### config.mk
export PLATFORM = sky130hd
export DESIGN_NAME = nbl_sram
export DESIGN_NICKNAME = d
export VERILOG_FILES = /design/src/rtl/nbl_pkg.sv /design/src/rtl/nbl_burst_ctl.sv /design/src/rtl/nbl_pipe.sv /design/src/rtl/nbl_array.sv /design/src/rtl/nbl_sram.sv
export SDC_FILE = /design/constraint.sdc
export NUM_CORES = 2
export LEC_CHECK = 0
export BUFFER_PORTS_ARGS = -buffer_cell sky130_fd_sc_hd__clkbuf_2
export CAP_MARGIN = 25
export CORE_MARGIN = 8
export CORE_UTILIZATION = 48
export CTS_CLUSTER_SIZE = 16
export DETAILED_ROUTE_END_ITERATION = 6
export HOLD_SLACK_MARGIN = 0.05
export SYNTH_ARGS = -nofsm -noshare
export SYNTH_HDL_FRONTEND = slang
export SYNTH_MEMORY_MAX_BITS = 65536
export SYNTH_SLANG_ARGS = --single-unit
### constraint.sdc
create_clock -name clk -period 3.82 [get_ports clk]
set_input_delay 0.382 -clock clk [delete_from_list [all_inputs] [get_ports clk]]
set_output_delay 0.382 -clock clk [all_outputs]
set_load 0.005 [all_outputs]
### src/rtl/nbl_pkg.sv
package nbl_pkg;
  typedef enum logic [1:0] {OP_NONE = 2'd0, OP_RD = 2'd1, OP_WR = 2'd2} op_e;

  // low two bits of the k-th burst address from a group base
  function automatic logic [1:0] burst_step(input logic [1:0] base,
                                            input logic [1:0] k,
                                            input logic       lin);
    return lin ? (base + k) : (base ^ k);
  endfunction
endpackage

### src/rtl/nbl_burst_ctl.sv
module nbl_burst_ctl
  import nbl_pkg::*;
#(
  parameter int ADDR_W = 8
) (
  input  logic              clk,
  input  logic              rst_n,
  input  logic              en,
  input  logic              ce_n,
  input  logic              adv_ld,
  input  logic              we_n,
  input  logic              lin_order,
  input  logic [ADDR_W-1:0] addr,
  output op_e               iss_op,
  output logic [ADDR_W-1:0] iss_addr
);
  op_e               bop;
  logic [ADDR_W-1:0] bbase;
  logic [1:0]        bcnt;
  logic [1:0]        nxt_cnt;

  assign nxt_cnt = bcnt + 2'd1;

  always_comb begin
    if (!adv_ld) begin
      iss_op   = ce_n ? OP_NONE : (we_n ? OP_RD : OP_WR);
      iss_addr = addr;
    end else begin
      iss_op   = bop;
      iss_addr = {bbase[ADDR_W-1:2], burst_step(bbase[1:0], nxt_cnt, lin_order)};
    end
  end

  always_ff @(posedge clk or negedge rst_n) begin
    if (!rst_n) begin
      bop   <= OP_NONE;
      bbase <= '0;
      bcnt  <= '0;
    end else if (en) begin
      if (!adv_ld) begin
        bop   <= iss_op;
        bbase <= addr;
        bcnt  <= '0;
      end else if (bop != OP_NONE) begin
        bcnt  <= nxt_cnt;
      end
    end
  end
endmodule

### src/rtl/nbl_pipe.sv
module nbl_pipe
  import nbl_pkg::*;
#(
  parameter int ADDR_W = 8
) (
  input  logic              clk,
  input  logic              rst_n,
  input  logic              en,
  input  op_e               in_op,
  input  logic [ADDR_W-1:0] in_addr,
  output op_e               s2_op,
  output logic [ADDR_W-1:0] s2_addr
);
  op_e               s1_op;
  logic [ADDR_W-1:0] s1_addr;

  always_ff @(posedge clk or negedge rst_n) begin
    if (!rst_n) begin
      s1_op   <= OP_NONE;
      s1_addr <= '0;
      s2_op   <= OP_NONE;
      s2_addr <= '0;
    end else if (en) begin
      s1_op   <= in_op;
      s1_addr <= in_addr;
      s2_op   <= s1_op;
      s2_addr <= s1_addr;
    end
  end
endmodule

### src/rtl/nbl_array.sv
module nbl_array
  import nbl_pkg::*;
#(
  parameter int ADDR_W = 8,
  parameter int LANE_W = 9,
  parameter int LANES  = 2
) (
  input  logic                    clk,
  input  logic                    rst_n,
  input  logic                    en,
  input  op_e                     s2_op,
  input  logic [ADDR_W-1:0]       s2_addr,
  input  logic [LANES-1:0]        bw_n,
  input  logic [LANES*LANE_W-1:0] din,
  output logic [LANES*LANE_W-1:0] rd_q,
  output logic                    rd_vld,
  output logic                    wr_fire,
  output logic                    rd_fire
);
  localparam int W     = LANES * LANE_W;
  localparam int DEPTH = 1 << ADDR_W;

  logic [W-1:0] mem [DEPTH];

  assign wr_fire = en && (s2_op == OP_WR);
  assign rd_fire = en && (s2_op == OP_RD);

  always_ff @(posedge clk) begin
    if (wr_fire) begin
      for (int l = 0; l < LANES; l++) begin
        if (!bw_n[l]) mem[s2_addr][l*LANE_W +: LANE_W] <= din[l*LANE_W +: LANE_W];
      end
    end
  end

  always_ff @(posedge clk or negedge rst_n) begin
    if (!rst_n) begin
      rd_q   <= '0;
      rd_vld <= 1'b0;
    end else if (en) begin
      rd_vld <= (s2_op == OP_RD);
      if (s2_op == OP_RD) rd_q <= mem[s2_addr];
    end
  end
endmodule

### src/rtl/nbl_sram.sv
module nbl_sram
  import nbl_pkg::*;
#(
  parameter int ADDR_W = 8,
  parameter int LANE_W = 9,
  parameter int LANES  = 2
) (
  input  logic                    clk,
  input  logic                    rst_n,
  input  logic                    cen_n,
  input  logic                    ce_n,
  input  logic                    adv_ld,
  input  logic                    we_n,
  input  logic                    lin_order,
  input  logic [ADDR_W-1:0]       addr,
  input  logic [LANES-1:0]        bw_n,
  input  logic [LANES*LANE_W-1:0] din,
  input  logic                    oe_n,
  output logic [LANES*LANE_W-1:0] dq_out,
  output logic                    dq_oe
);
  localparam int W = LANES * LANE_W;

  logic              cyc_en;
  op_e               iss_op;
  logic [ADDR_W-1:0] iss_addr;
  op_e               s2_op;
  logic [ADDR_W-1:0] s2_addr;
  logic [W-1:0]      rd_q;
  logic              rd_vld;
  logic              wr_fire;
  logic              rd_fire;

  assign cyc_en = !cen_n;

  nbl_burst_ctl #(.ADDR_W(ADDR_W)) u_burst (
    .clk(clk), .rst_n(rst_n), .en(cyc_en), .ce_n(ce_n), .adv_ld(adv_ld),
    .we_n(we_n), .lin_order(lin_order), .addr(addr),
    .iss_op(iss_op), .iss_addr(iss_addr)
  );

  nbl_pipe #(.ADDR_W(ADDR_W)) u_pipe (
    .clk(clk), .rst_n(rst_n), .en(cyc_en), .in_op(iss_op), .in_addr(iss_addr),
    .s2_op(s2_op), .s2_addr(s2_addr)
  );

  nbl_array #(.ADDR_W(ADDR_W), .LANE_W(LANE_W), .LANES(LANES)) u_array (
    .clk(clk), .rst_n(rst_n), .en(cyc_en), .s2_op(s2_op), .s2_addr(s2_addr),
    .bw_n(bw_n), .din(din), .rd_q(rd_q), .rd_vld(rd_vld),
    .wr_fire(wr_fire), .rd_fire(rd_fire)
  );

  assign dq_out = rd_q;
  assign dq_oe  = rd_vld && !oe_n;
endmodule

# Yosys cells after proc, flatten, opt, wreduce, memory -nomap -nowiden
# Memory sizes are Yosys's and may differ from the RTL's. A register that Yosys moved wholly into a read port is not among the register bits.
# Index checks and enable logic that the tools add are counted.
[op_classes]
n_addsub = 2
eq_ne = 3
muxes = 13
bitwise = 3
reduce_logical = 9
[op_table]
columns = ["operator", "n"]
rows = [
  ["2-bit two-way mux", 6],
  ["8-bit two-way mux", 1],
  ["1-bit two-way mux", 6],
  ["2-bit AND reduction", 3],
  ["1-bit logical NOT", 3],
  ["2-bit by 1-bit adder with 2-bit output, second input constant", 1],
  ["2-bit adder", 1],
  ["2-bit by 1-bit == test with 1-bit output, second input constant", 1],
  ["2-bit == test, second input constant", 1],
  ["1-bit logical AND", 2],
  ["2-bit by 1-bit != test with 1-bit output, second input constant", 1],
  ["1-bit inverter", 2],
  ["2-bit nonzero test", 1],
  ["2-bit bitwise XOR", 1],
]
[word_totals]
ff_bits = 33
ram_bits = 4608
in_bits = 36
out_inout_bits = 19
word_cells = 39
n_memories = 1
[mem_list]
columns = ["memory", "words", "width", "rd", "rd_ports_with_merged_regs", "wr", "line", "text"]
rows = [
  ["u_array.mem", 256, 18, 1, 1, 1, "nbl_array.sv:23", "logic [W-1:0] mem [DEPTH];"],
]

# Longest topological paths before layout
[depth]
word_depth = 4
mapped_depth = 13

# Hierarchy
# Synthesis repeated with hierarchy kept, for this count alone.
[hier_totals]
hier_cells = 8243
area_unflattened_um2 = 179652.3
[modules_own_cells]
columns = ["mod", "instances", "cells_each", "area_per_inst_um2"]
rows = [
  ["nbl_array", 1, 8143, 178130.8],
  ["nbl_pipe", 1, 42, 823.3],
  ["nbl_burst_ctl", 1, 56, 680.7],
  ["nbl_sram", 1, 2, 17.5],
]

# Worst setup path after synthesis
# Ideal clock, no wire load.
[synth_timing]
path_kind = "register to register"
startpoint = "reg u_pipe.s2_addr[1]"
endpoint = "mem u_array.mem[174][0] (netlist name), enable pin"
setup_time_ns = 0.374
arrival_ns = 2.655
t_required_ns = 3.446
slack_ns = 0.791
path_stages_with_launch = 12
path_buffers = 8
synth_period_minus_slack_ns = 3.029
cell_sequence = "dfrtp_1 buf_4 buf_6 buf_2 buf_4 buf_2 buf_4 buf_2 nor2b_1 nand2_1 clkbuf_1 nor2_1"
[synth_rtl]
columns = ["element", "line", "text"]
rows = [
  ["start: declaration", "nbl_pipe.sv:12", "output logic [ADDR_W-1:0] s2_addr"],
  ["start signal: assignment", "nbl_pipe.sv:27", "s2_addr <= s1_addr;"],
  ["end: declaration", "nbl_array.sv:23", ""],
]
# Straight into the memory's write port.

==> reports/results.tsv <==
stage	metric	value	unit
timing	RSZ-0062 raised after global routing	false	
yosys	cell area after synthesis	180000	sq um
timing	setup violators final	0	
clock_network	Num Clock Sinks	4659	
place	pre-CTS WS	-159	ps
route	Vias	93800	
route	via-per-instance ratio	6.35	
power	maximum vdd drop	0.419	mV
yosys	Synth area leaders	edfxtp_1, mux4_2, mux2i_1	
place	gp weighted congestion	0.914	
worst_setup_path	Worst Setup End Kind	flip-flop	
cells_and_area	most common cell after layout, fill and taps aside	edfxtp_1	
global_route	initial antenna violation count	49	
clock_network	CTS tree	yes	
route	DRC violations left	0	
timing	Fin. Hold Viols	0	
worst_setup_path	r2r startpoint	u_pipe.s2_addr[0]	
worst_setup_path	WP data arrival	4660	ps
route	DR WL/cell	36.0	um
cells_and_area	final net count	9405	
yosys	sequential-to-total area share from yosys stat	77.7	%
timing	Setup Skew	64.5	ps
timing	Worst Tran Pin Value	1260	ps
run_status	status	finished clean	
clock_network	maximum root-to-sink buffer count	4	
yosys	Top FF cell, synth	edfxtp_1	
cells_and_area	area delta synth->final	16.2	%
floorplan	die height	628	um
worst_setup_path	crit-path max FO	16	
floorplan	Initial Utilization	48.2	%
clock_network	clk slew on worst S/H paths	60	ps
floorplan	DIE AREA	394000	sq um
cells_and_area	post-layout util	56.0	%
yosys	Synth Warn #	0	
global_route	first-pass GRT wire length	737000	um
yosys	cell taking the most area after synthesis	edfxtp_1	
place	number of port buffers	54	
power	PnR Total Power	125	mW
global_route	vias in the first global route	92100	
yosys	Avg Synthesized Cell Area	21.7	sq um
clock_network	clk root buf	clkbuf_16	
route	final wirelength	532000	um
flow_run	Max-Cap Viols	0	
timing	Final Max Tran Viols	0	
floorplan	I/O pin count	55	
power	Leak	66.7	nW
timing	period utilization	98.5	%
yosys	Yosys top cell area share	77.0	%
yosys	FF+latch count, synth	4659	
global_route	GRT Residual Overflow	0	
timing	Setup WS post-layout	58.4	ps
cells_and_area	most frequent cells in the layout	edfxtp_1, mux4_2, buf_4	
route	Final ANT Viol Nets	0	
worst_setup_path	r2r setup slk	60	ps
route	Pre-antenna DRT Iters	6	
global_route	total track usage	26.7	%
clock_network	total CTS buffers	463	
clock_network	CTS HTree Levels	5	
yosys	asr flop ratio synth	1.09	%
yosys	Post-Synthesis Net Count	8305	
yosys	Post-synth EDFFs	4608	
yosys	Yosys cell types	73	
floorplan	FP Rows	224	
min_path	worst hold path startpoint	din[6]	
yosys	post-synthesis cell count	8268	
global_route	largest net degree at the start of global routing	135	
floorplan	core area	372000	sq um
worst_setup_path	Setup CP Type	reg -> reg	
floorplan	Die Wd	628	um
timing	final hold slack	52.1	ps
timing	crit path time final	3760	ps
worst_setup_path	Worst setup SP type	flip-flop	
power	total power per unit cell area	600	nW/um^2
worst_setup_path	CP required	4720	ps
worst_setup_path	Worst Setup SP	u_pipe.s2_addr[0]	
min_path	Hold Crit Class	in -> reg	
timing	Relative slew margins	15.8	%
cells_and_area	share of cells above drive strength 1	30.6	%
route	Detailed Route Iter0 Violations	13800	
place	post-DP HPWL	345000	um
timing	Max Clk Rate	0.266	GHz
clock_network	clock latency on the worst-skew pair	1010	ps
-- power by group --
part | switching (mW) | internal [mW]
logic | 13.7 | 9.44
clock network | 19.5 | 25.8
registers | 0.531 | 56.3
total | 33.7 | 91.6
-- metal layers --
| layer | vias to the layer above | GRT usage, % | routed length, um |
|---|---|---|---|
| li1 | 37000 | - | - |
| met1 | 50500 | 37.7 | 207000 |
| met2 | 5265 | 41.6 | 248000 |
| met3 | 992 | 5.35 | 52800 |
| met4 | 14 | 10.0 | 24800 |
| met5 | - | 0 | 120 |
-- layout make-up --
cell class	instances	area, sq um
repair buffers	1136	10200
clock buffers	582	12200
clock inverters	292	2840
multi-input cells	3105	37600
fillers	27500	164000
flip-flops and latches	4659	140000
diodes	21	52.6
well taps	4972	6220
inverters	3	21.3
-- metrics by stage --
stage | std cells | cell area (sq um) | setup TNS, ps
after CTS | 14700 | 209000 | 0
after detailed placement | 13800 | 193000 | -184
after global placement | 13800 | 193000 | -138
after global routing | 14800 | 209000 | 0
final | 14800 | 209000 | 0
after floorplan | 8268 | 180000 | 0
-- synthesized netlist by cell type (11+ instances only) --
| cell type | instances |
|---|---|
| nand2_1 | 237 |
| buf_6 | 26 |
| o211ai_1 | 15 |
| a31oi_1 | 26 |
| o21ai_0 | 51 |
| mux2i_1 | 305 |
| o221ai_1 | 14 |
| nor2b_1 | 13 |
| buf_1 | 25 |
| nand2b_1 | 11 |
| a211oi_1 | 22 |
| a221oi_1 | 25 |
| buf_2 | 177 |
| nor3_1 | 19 |
| a22oi_1 | 138 |
| nand3_1 | 98 |
| a22o_1 | 19 |
| nor4_1 | 14 |
| nor2_1 | 589 |
| edfxtp_1 | 4608 |
| o22a_1 | 11 |
| nand4_1 | 23 |
| a21oi_1 | 55 |
| dfrtp_1 | 51 |
| mux2_2 | 27 |
| mux4_2 | 1117 |
| a32oi_1 | 42 |
| buf_4 | 98 |
| o22ai_1 | 121 |
| clkbuf_1 | 173 |
-- worst max-delay path, cell delays in order (launching register included) --
cell     delay, ps
dfrtp_4        660
buf_12         230
buf_12         230
buf_12         170
buf_4          230
mux4_2         560
a22oi_1        310
o32ai_1        210
nor4_1         340
nand3_1        270
o32a_1         350
-- state kept, by name, indices dropped and copies added, names as in the netlist --
| signal | count |
|---|---|
| u_pipe.s2_addr | 8 |
| u_burst.bcnt | 2 |
| u_pipe.s2_op | 2 |
| u_pipe.s1_addr | 8 |
| u_array.rd_q | 18 |
| u_burst.bbase | 8 |
| u_pipe.s1_op | 2 |
| u_array.mem | 4608 |
| u_burst.bop | 2 |
| u_array.rd_vld | 1 |
-- final timing paths --
kind	to	cells past startpoint
max	u_array.rd_q[1]	10
min	u_array.mem[116][6]	1
max reg2reg	u_array.rd_q[1]	10
min reg2reg	u_pipe.s1_op[1]	2
max in group asynchronous	u_pipe.s1_addr[2]	5
min in group asynchronous	u_pipe.s1_addr[3]	4
-- cells by family after synthesis --
kind of cell	Yosys count	share of synthesized area, %
AO/OA/AOI/OAI	604	2.40
XOR/XNOR	3	0.0146
adder cells (fa/ha/maj)	1	0.00696
buffers and inverters	504	1.50
flip-flops	4659	77.7
multiplexers	1449	15.9
AND/OR/NAND/NOR	1048	2.45
-- repair_timing --
| action | CTS | global route |
|---|---|---|
| endpoints found under the setup margin | 3 | 3 |
| cloned | 0 | 0 |
| hold endpoints to repair | 413 | 1 |
| setup buffers | 2 | 0 |
| gates resized for setup | 1 | 3 |
| hold buffers | 25 | 1 |
No activity file was read; power rests on OpenSTA's default activity.
